<file path="src/rtl/prg_mapper_pkg.sv">
// Package: shared decode constants and the write-kind type for the
// program bank mapper. Assumes a 16-bit CPU address bus and 8-bit data.
package prg_mapper_pkg;

    typedef enum logic [1:0] {
        WR_NONE   = 2'd0,
        WR_INDEX  = 2'd1,
        WR_DATA   = 2'd2,
        WR_MIRROR = 2'd3
    } wr_kind_e;

    localparam int          ADDR_W      = 16;
    localparam logic [15:0] ALIAS_MASK  = 16'hF7FF;
    localparam logic [15:0] PORT_INDEX  = 16'h8000;
    localparam logic [15:0] PORT_DATA   = 16'h8001;
    localparam logic [15:0] PORT_MIRROR = 16'hA000;

    localparam logic [7:0]  IDX_OUTER   = 8'h00;
    localparam logic [7:0]  IDX_FIRST   = 8'h06;
    localparam logic [7:0]  IDX_SECOND  = 8'h07;

    localparam logic [7:0]  TOP_LO_BANK = 8'h3E;
    localparam logic [7:0]  TOP_HI_BANK = 8'h3F;

    localparam int          OUTER_SRC   = 1;
    localparam int          OUTER_DST   = 6;

endpackage

</file>
<file path="src/rtl/mapper_wr_decode.sv">
// Module: classifies a CPU write into one of the mapper's ports.
// Assumes wr_en is a single-cycle strobe; address bit 11 is ignored.
module mapper_wr_decode
    import prg_mapper_pkg::*;
(
    input  logic              wr_en,
    input  logic [ADDR_W-1:0] wr_addr,
    output wr_kind_e          kind
);

    logic [ADDR_W-1:0] masked;

    // Purpose: fold the alias bit away and match the three live ports.
    always_comb begin
        masked = wr_addr & ALIAS_MASK;
        kind   = WR_NONE;
        if (wr_en) begin
            unique case (masked)
                PORT_INDEX:  kind = WR_INDEX;
                PORT_DATA:   kind = WR_DATA;
                PORT_MIRROR: kind = WR_MIRROR;
                default:     kind = WR_NONE;
            endcase
        end
    end

endmodule

</file>
<file path="src/rtl/mapper_bank_regs.sv">
// Module: holds the index, the two switchable bank values and the outer
// bank bit. It presents their next-state values so the window stage can
// register results in the same cycle as the write. Assumes one write per cycle.
module mapper_bank_regs
    import prg_mapper_pkg::*;
#(
    parameter int BANK_W = 8,
    parameter int DATA_W = 8
) (
    input  logic              clk,
    input  logic              rst_n,
    input  wr_kind_e          kind,
    input  logic [DATA_W-1:0] wr_data,
    output logic [BANK_W-1:0] nxt_first,
    output logic [BANK_W-1:0] nxt_second,
    output logic [BANK_W-1:0] nxt_outer,
    output logic              data_wr,
    output logic              outer_wr
);

    logic [DATA_W-1:0] index_q;
    logic [BANK_W-1:0] first_q;
    logic [BANK_W-1:0] second_q;
    logic [BANK_W-1:0] outer_q;

    // Purpose: decide which stored value the current data write targets.
    always_comb begin
        data_wr    = (kind == WR_DATA);
        outer_wr   = data_wr && (index_q == DATA_W'(IDX_OUTER));
        nxt_first  = first_q;
        nxt_second = second_q;
        nxt_outer  = outer_q;
        if (outer_wr) begin
            nxt_outer            = '0;
            nxt_outer[OUTER_DST] = wr_data[OUTER_SRC];
        end
        if (data_wr && index_q == DATA_W'(IDX_FIRST)) begin
            nxt_first = BANK_W'(wr_data);
        end
        if (data_wr && index_q == DATA_W'(IDX_SECOND)) begin
            nxt_second = BANK_W'(wr_data);
        end
    end

    // Purpose: latch the index on writes to the index port.
    always_ff @(posedge clk) begin
        if (!rst_n) begin
            index_q <= '0;
        end else if (kind == WR_INDEX) begin
            index_q <= wr_data;
        end
    end

    // Purpose: commit bank values and the outer bit.
    always_ff @(posedge clk) begin
        if (!rst_n) begin
            first_q  <= BANK_W'(0);
            second_q <= BANK_W'(1);
            outer_q  <= '0;
        end else begin
            first_q  <= nxt_first;
            second_q <= nxt_second;
            outer_q  <= nxt_outer;
        end
    end

    // the index only moves after an index-port write.
    a_r3_index_hold: assert property (@(posedge clk) disable iff (!rst_n)
        $past(rst_n) && ($past(kind) != WR_INDEX) |-> $stable(index_q));

    // the outer bit only moves after a data write with index 0.
    a_r6_outer_hold: assert property (@(posedge clk) disable iff (!rst_n)
        $past(rst_n) && !$past(outer_wr) |-> $stable(outer_q));

    // the outer value never has a bit other than the destination bit.
    a_r5_outer_shape: assert property (@(posedge clk) disable iff (!rst_n)
        $countones(outer_q) <= 1 && (outer_q[OUTER_DST] || outer_q == '0));

endmodule

</file>
<file path="src/rtl/mapper_window_out.sv">
// Module: registered bank numbers for the four program windows.
// Assumes ROM_BANKS is even and at least 2, so the top pair is aligned.
module mapper_window_out
    import prg_mapper_pkg::*;
#(
    parameter int BANK_W    = 8,
    parameter int ROM_BANKS = 32
) (
    input  logic              clk,
    input  logic              rst_n,
    input  logic              data_wr,
    input  logic              outer_wr,
    input  logic [BANK_W-1:0] nxt_first,
    input  logic [BANK_W-1:0] nxt_second,
    input  logic [BANK_W-1:0] nxt_outer,
    output logic [BANK_W-1:0] bank_w4,
    output logic [BANK_W-1:0] bank_w5,
    output logic [BANK_W-1:0] bank_w6,
    output logic [BANK_W-1:0] bank_w7
);

    localparam logic [BANK_W-1:0] RST_W6 = BANK_W'(ROM_BANKS - 2);
    localparam logic [BANK_W-1:0] RST_W7 = BANK_W'(ROM_BANKS - 1);

    // Purpose: the switchable windows follow every data-port write.
    always_ff @(posedge clk) begin
        if (!rst_n) begin
            bank_w4 <= BANK_W'(0);
            bank_w5 <= BANK_W'(1);
        end else if (data_wr) begin
            bank_w4 <= nxt_first | nxt_outer;
            bank_w5 <= nxt_second | nxt_outer;
        end
    end

    // Purpose: the upper windows jump to the fixed pair on an index-0 write.
    always_ff @(posedge clk) begin
        if (!rst_n) begin
            bank_w6 <= RST_W6;
            bank_w7 <= RST_W7;
        end else if (outer_wr) begin
            bank_w6 <= BANK_W'(TOP_LO_BANK) | nxt_outer;
            bank_w7 <= BANK_W'(TOP_HI_BANK) | nxt_outer;
        end
    end

    // switchable windows hold without a data write.
    a_r10_low_hold: assert property (@(posedge clk) disable iff (!rst_n)
        $past(rst_n) && !$past(data_wr) |-> $stable(bank_w4) && $stable(bank_w5));

    // the upper windows always form an even/odd pair.
    a_r5_top_pair: assert property (@(posedge clk) disable iff (!rst_n)
        (bank_w7 == (bank_w6 | BANK_W'(1))) && !bank_w6[0]);

    // the upper windows move only on an index-0 data write.
    a_r6_top_hold: assert property (@(posedge clk) disable iff (!rst_n)
        $past(rst_n) && !$past(outer_wr) |-> $stable(bank_w6));

endmodule

</file>
<file path="src/rtl/mapper_mirror.sv">
// Module: nametable mirroring select. Assumes the four-screen strap is
// static; while it is high the select is frozen.
module mapper_mirror
    import prg_mapper_pkg::*;
(
    input  logic     clk,
    input  logic     rst_n,
    input  wr_kind_e kind,
    input  logic     data_bit0,
    input  logic     four_screen,
    output logic     mirror_horiz
);

    // Purpose: capture data bit 0 on a mirror-port write unless strapped.
    always_ff @(posedge clk) begin
        if (!rst_n) begin
            mirror_horiz <= 1'b0;
        end else if (kind == WR_MIRROR && !four_screen) begin
            mirror_horiz <= data_bit0;
        end
    end

    // with the strap set, the select never moves.
    a_r8_strap_freeze: assert property (@(posedge clk) disable iff (!rst_n)
        $past(rst_n) && $past(four_screen) |-> $stable(mirror_horiz));

    // without a mirror-port write, the select never moves.
    a_r9_mirror_hold: assert property (@(posedge clk) disable iff (!rst_n)
        $past(rst_n) && ($past(kind) != WR_MIRROR) |-> $stable(mirror_horiz));

endmodule

</file>
<file path="src/rtl/prg_bank_mapper.sv">
// Module: top of the program bank mapper. It decodes CPU writes and drives
// four registered 8 KB window bank numbers plus the mirroring select.
// Assumes a single clock domain and a one-cycle write strobe.
module prg_bank_mapper
    import prg_mapper_pkg::*;
#(
    parameter int BANK_W    = 8,
    parameter int DATA_W    = 8,
    parameter int ROM_BANKS = 32
) (
    input  logic              clk,
    input  logic              rst_n,
    input  logic              wr_en,
    input  logic [15:0]       wr_addr,
    input  logic [DATA_W-1:0] wr_data,
    input  logic              four_screen,
    output logic [BANK_W-1:0] bank_w4,
    output logic [BANK_W-1:0] bank_w5,
    output logic [BANK_W-1:0] bank_w6,
    output logic [BANK_W-1:0] bank_w7,
    output logic              mirror_horiz
);

    wr_kind_e          kind;
    logic [BANK_W-1:0] nxt_first;
    logic [BANK_W-1:0] nxt_second;
    logic [BANK_W-1:0] nxt_outer;
    logic              data_wr;
    logic              outer_wr;

    mapper_wr_decode u_decode (
        .wr_en   (wr_en),
        .wr_addr (wr_addr),
        .kind    (kind)
    );

    mapper_bank_regs #(.BANK_W(BANK_W), .DATA_W(DATA_W)) u_regs (
        .clk        (clk),
        .rst_n      (rst_n),
        .kind       (kind),
        .wr_data    (wr_data),
        .nxt_first  (nxt_first),
        .nxt_second (nxt_second),
        .nxt_outer  (nxt_outer),
        .data_wr    (data_wr),
        .outer_wr   (outer_wr)
    );

    mapper_window_out #(.BANK_W(BANK_W), .ROM_BANKS(ROM_BANKS)) u_windows (
        .clk        (clk),
        .rst_n      (rst_n),
        .data_wr    (data_wr),
        .outer_wr   (outer_wr),
        .nxt_first  (nxt_first),
        .nxt_second (nxt_second),
        .nxt_outer  (nxt_outer),
        .bank_w4    (bank_w4),
        .bank_w5    (bank_w5),
        .bank_w6    (bank_w6),
        .bank_w7    (bank_w7)
    );

    mapper_mirror u_mirror (
        .clk          (clk),
        .rst_n        (rst_n),
        .kind         (kind),
        .data_bit0    (wr_data[0]),
        .four_screen  (four_screen),
        .mirror_horiz (mirror_horiz)
    );

    // an aliased data-port write is decoded like the base port.
    a_r2_alias_data: assert property (@(posedge clk) disable iff (!rst_n)
        wr_en && ((wr_addr & 16'hF7FF) == 16'h8001) |-> data_wr);

endmodule

</file>
<file path="config.mk">
export PLATFORM = sky130hd
export DESIGN_NAME = prg_bank_mapper
export DESIGN_NICKNAME = d
export VERILOG_FILES = /design/src/rtl/prg_mapper_pkg.sv /design/src/rtl/mapper_wr_decode.sv /design/src/rtl/mapper_bank_regs.sv /design/src/rtl/mapper_window_out.sv /design/src/rtl/mapper_mirror.sv /design/src/rtl/prg_bank_mapper.sv
export SDC_FILE = /design/constraint.sdc
export NUM_CORES = 1
export LEC_CHECK = 0
export ABC_AREA = 0
export CAP_MARGIN = 10
export CORE_AREA = 8 8 88 90
export CTS_CLUSTER_DIAMETER = 200
export DETAILED_ROUTE_END_ITERATION = 6
export DIE_AREA = 0 0 96 98
export GPL_ROUTABILITY_DRIVEN = 0
export PLACE_DENSITY = 0.71
export SLEW_MARGIN = 30
export SYNTH_ARGS = -nofsm -noshare
export SYNTH_HDL_FRONTEND = slang
export SYNTH_SLANG_ARGS = --single-unit
</file>
<file path="constraint.sdc">
create_clock -name clk -period 3.58 [get_ports clk]
set_input_delay 1.074 -clock clk [delete_from_list [all_inputs] [get_ports clk]]
set_output_delay 1.074 -clock clk [all_outputs]
set_load 0.05 [all_outputs]
</file>
=== Yosys cells after proc, flatten, opt, wreduce, memory -nomap -nowiden ===
Cells that the tools add are included.

* Register bits after elaboration: 56
* Bits of input ports: 28
* Output and inout port bits: 33
* Word-level logic and storage cells: 30

* Eq/ne operators: 8
* Multiplexer cells: 5
* Bitwise gates (word level): 2
* Reduce and logical (&&, ||, !) cells: 6

{| class="wikitable"
|+ Operators by type and width
! cell !! count
|-
| 15-bit equality test (second input constant) || 3
|-
| 8-bit 2-to-1 mux || 3
|-
| 8-bit by 3-bit equality test with 1-bit output (second input constant) || 2
|-
| 8-bit OR || 2
|-
| 8-bit logical NOT || 1
|-
| 2-bit one-hot mux with 3 select lines || 1
|-
| 2-bit equality test (second input constant) || 2
|-
| 1-bit logical AND || 4
|-
| 2-bit by 1-bit equality test with 1-bit output (second input constant) || 1
|-
| 2-bit 2-to-1 mux || 1
|-
| 1-bit logical NOT || 1
|}

=== Depth between registers and ports, before layout ===
* Word-level depth: 7
* Mapped depth: 6

=== Modules after synthesis ===
Synthesis repeated with hierarchy kept, for this count alone.

* Cells, all modules: 246
* Area, all modules: 2,408.6 µm²

{| class="wikitable"
|+ Modules (own cells, without submodules)
! module !! times used !! cells an instance !! area an instance (µm²)
|-
| mapper_bank_regs || 1 || 140 || 1,476.4
|-
| mapper_window_out || 1 || 93 || 803.3
|-
| mapper_wr_decode || 1 || 8 || 71.3
|-
| mapper_mirror || 1 || 5 || 57.6
|}

=== Worst setup path after synthesis ===
Ideal clock, no wire load.

* Path kind: input -> register
* Start point: in wr_addr[6]
* End point: reg u_windows.bank_w5[6]
* Library setup time: 119 ps
* Data arrival time: 2,696 ps
* Required time: 3,461 ps
* Path slack: 765 ps
* Stages: 5
* Path through: nor4b_4 nand3_4 nor4_4 mux2_4 o221a_1

* Word-level cells in the longest chain between the ends: 7
* Elaborated cells on any way between the ends: 11
* Those cells by class: eq/ne (4); mux (4); bitwise (1); reduce/logical (2)

{| class="wikitable"
|+ Ends and longest elaborated chain
! item !! RTL line !! text
|-
| from (decl) || prg_bank_mapper.sv:14 || <nowiki>input logic [15:0] wr_addr,</nowiki>
|-
| 15-bit equality test || mapper_wr_decode.sv:18 || <nowiki>unique case (masked)</nowiki>
|-
| 2-bit one-hot mux with 3 select lines * || mapper_wr_decode.sv:18 ||
|-
| 2-bit 2-to-1 mux * || mapper_wr_decode.sv:17 || <nowiki>if (wr_en) begin</nowiki>
|-
| 2-bit equality test * || mapper_bank_regs.sv:28 || <nowiki>data_wr = (kind == WR_DATA);</nowiki>
|-
| 1-bit logical AND (on tied branches) || mapper_bank_regs.sv:40, mapper_bank_regs.sv:29 ||
|-
| 8-bit 2-to-1 mux (on tied branches) || mapper_bank_regs.sv:40, mapper_bank_regs.sv:33 ||
|-
| 8-bit OR || mapper_window_out.sv:32 || <nowiki>bank_w5 <= nxt_second | nxt_outer;</nowiki>
|-
| to (signal assigned) || mapper_window_out.sv:32 ||
|-
| to (decl) || mapper_window_out.sv:17 || <nowiki>output logic [BANK_W-1:0] bank_w5,</nowiki>
|}

Mark *: on every way between the ends. The rest lies on a longest branch, timed or not.
A chain may end at the register's enable or synchronous reset.

=== Final worst setup path ===
* Start point: in wr_addr[14]
* End point: reg u_windows.bank_w5[2]

The elaborated chain is that of the path after synthesis.

==> results.cfg <==
[pwr]
finalPower_mw = 1.01
cellPowerDensity_nw_per_um2 = 363
ir_drop_mv = 0.293
cellLeakagePower_nw = 0.941

[job]
maxCapViolations = 0

[sta]
timing.final.ws_setup_ns = 0.516
max_freq_ghz = 0.326
clock_skew_ns = 0.00487
hold_violations = 0
final.min_clock_period_ns = 3.06
slew_headroom_pct = 65.3
report.final.setup_viol = 0
maxSlewViolCount = 0
tightest_slew_ns = 0.518
rsz0062_at_grt = no
fin_tns_setup_ns = 0
worst_hold_slack_ns = 0.468
fin_crit_sh_pct = 85.6

[detailed_routing]
firstDrtPassIters = 4
route.antenna.remaining_nets = 0
wl_um = 4810
vias = 1581
drc_errors = 0
wl_per_cell_um = 14.5
dr.first_iter.drc_count = 74
viasPerCell = 4.78

[synth]
async_reset_ff_share_pct = 0
syn_inst = 200
yosysSeqAreaShare_pct = 49.2
synth_edf_count = 0
synth.avg_cell_area_sq_um = 10.8
ys_seq_elements = 53
synthFlopType = dfxtp_1
synth_area_sq_um = 2160
yosys_warnings = 0
yosysUniqueCellTypes = 36

[floorplanning]
die_width_um = 96
io-pin-count = 61
start_util_pct = 33.2
row_count = 30
fp.coreArea_sq_um = 6490
die-area_sq_um = 9410
die_h_um = 98

[global_route]
grt_overflow_total = 0
antenna_found_initial = 0
met1_usage_pct = 13.4
grt_use_total_pct = 10.5
gr-max-usage-layer = met2
grt_use_met2_pct = 15.3
grt_first_pass_wirelength_um = 7760
grt_pass1_vias = 1571
grt_max_degree = 46
use_met3_pct = 3.91

[layout]
n_antenna_cell = 0
utilization_pct = 43.0
fin_nets = 279
area_delta_synth_final_pct = 29.4
drive_gt1_share_pct = 9.96
n_fill_cell = 635
multi_input_area_sq_um = 996
regArea_sq_um = 1060

[placement]
port_buffers = 50
place_ws_ns = 0.155
hpwl_um = 3450

[cts]
h-tree-depth = 2
clkLatencyLatePin_ns = 0.31
cts_resized = 0
max-clock-path-buffers = 2
cts_inserted_buffers = 5
cts_setup_buffers = 0
root_buffer = clkbuf_8
holdBufCountCts = 0
cts_tree = yes
clock_sinks = 53
cts.clk_slew.worst_paths_ns = 0.09

[setup_path]
crit_required_ns = 3.77
critPathKind = in -> reg
crit_path_end_kind = flop
crit_arrival_ns = 3.25
start_kind = input pin
critPathMaxFanout = 5

[worst_hold_path]
hold_class = reg -> reg

[status]
status = complete, no violations
-- cells in the mapped netlist, drive strengths merged, types with 2 or more instances --
| cell | instances | area [sq um] |
|---|---|---|
| dfxtp | 53 | 1060 |
| mux2i | 26 | 260 |
| nor2b | 24 | 150 |
| buf | 14 | 103 |
| a31oi | 13 | 81.3 |
| o21ai | 13 | 65.1 |
| and2 | 11 | 70.1 |
| nand2 | 10 | 37.5 |
| clkbuf | 5 | 18.8 |
| nor4 | 5 | 67.6 |
| nor2 | 4 | 15.0 |
| mux2 | 2 | 26.3 |
| nand3 | 2 | 22.5 |
| nor3 | 2 | 21.3 |
| nor4b | 2 | 47.6 |
| o221a | 2 | 22.5 |
-- power breakdown --
part / switching (mW) / internal (mW) / total (mW)
combinational: 0.0415 / 0.0343 / 0.0758
clock: 0.196 / 0.153 / 0.349
sequential: 0.00000414 / 0.589 / 0.589
total: 0.237 / 0.777 / 1.01
-- per-layer routing --
| layer | wire (um) | up-vias |
|---|---|---|
| met3 | 478 | 7 |
| li1 | - | 784 |
| met4 | 73 | 0 |
| met5 | 0 | - |
| met1 | 2300 | 734 |
| met2 | 1960 | 56 |
-- placed cells by master, fill, tap and decap left out, types with 9 or more instances in the layout --
master / count
conb_1: 9
and2_1: 10
dfxtp_1: 53
nand2_1: 10
o21ai_0: 13
clkdlybuf4s50_1: 50
mux2i_1: 26
nor2b_1: 24
a31oi_1: 13
-- per-stage QoR --
stage / instances / area [sq um]
final: 331 / 2790
after global routing: 331 / 2790
after CTS: 331 / 2790
after detailed placement: 324 / 2700
after global placement: 324 / 2700
after floorplan: 208 / 2190
-- kinds of logic after synthesis --
kind of cell,share of synthesized area (%)
other,0.174
muxes,13.3
AOI/OAI and AO/OA,9.28
buffers and inverters,6.09
DFF,49.2
and+or+nand+nor,22.0
-- critical path, stage by stage --
cell             delay, ns
clkdlybuf4s50_1       0.41
nor4_1                0.44
nand2_1               0.23
nor4_4                0.49
buf_4                 0.25
mux2i_1               0.25
a31oi_1               0.11
-- flip-flops by register name, summed over array words and instances (netlist names) --
signal,cells
u_windows.bank_w4,8
u_mirror.mirror_horiz,1
u_windows.bank_w6,4
u_windows.bank_w5,8
u_regs.index_q,8
u_regs.second_q,8
u_regs.first_q,8
u_regs.outer_q,8
-- final timing paths --
kind                                   startpoint                   end  slack [ns]  cells after the start
worst min register to register  u_regs.outer_q[3]     u_regs.outer_q[3]        0.47                      1
worst max register to register  u_regs.index_q[4]  u_windows.bank_w5[2]        1.53                      6
worst min-delay path            u_regs.outer_q[3]     u_regs.outer_q[3]        0.47                      1
worst max-delay path                  wr_addr[14]  u_windows.bank_w5[2]        0.52                      7
-- final cells by class --
| class | count | share of cell area, % |
|---|---|---|
| flip-flops and latches | 53 | 38.0 |
| multi-input cells | 135 | 35.7 |
| repair buffers | 56 | 19.5 |
| well taps | 80 | 3.58 |
| clock buffers | 6 | 2.96 |
| clock inverters | 1 | 0.269 |
Note: power is estimated with default switching activity, not from simulation.
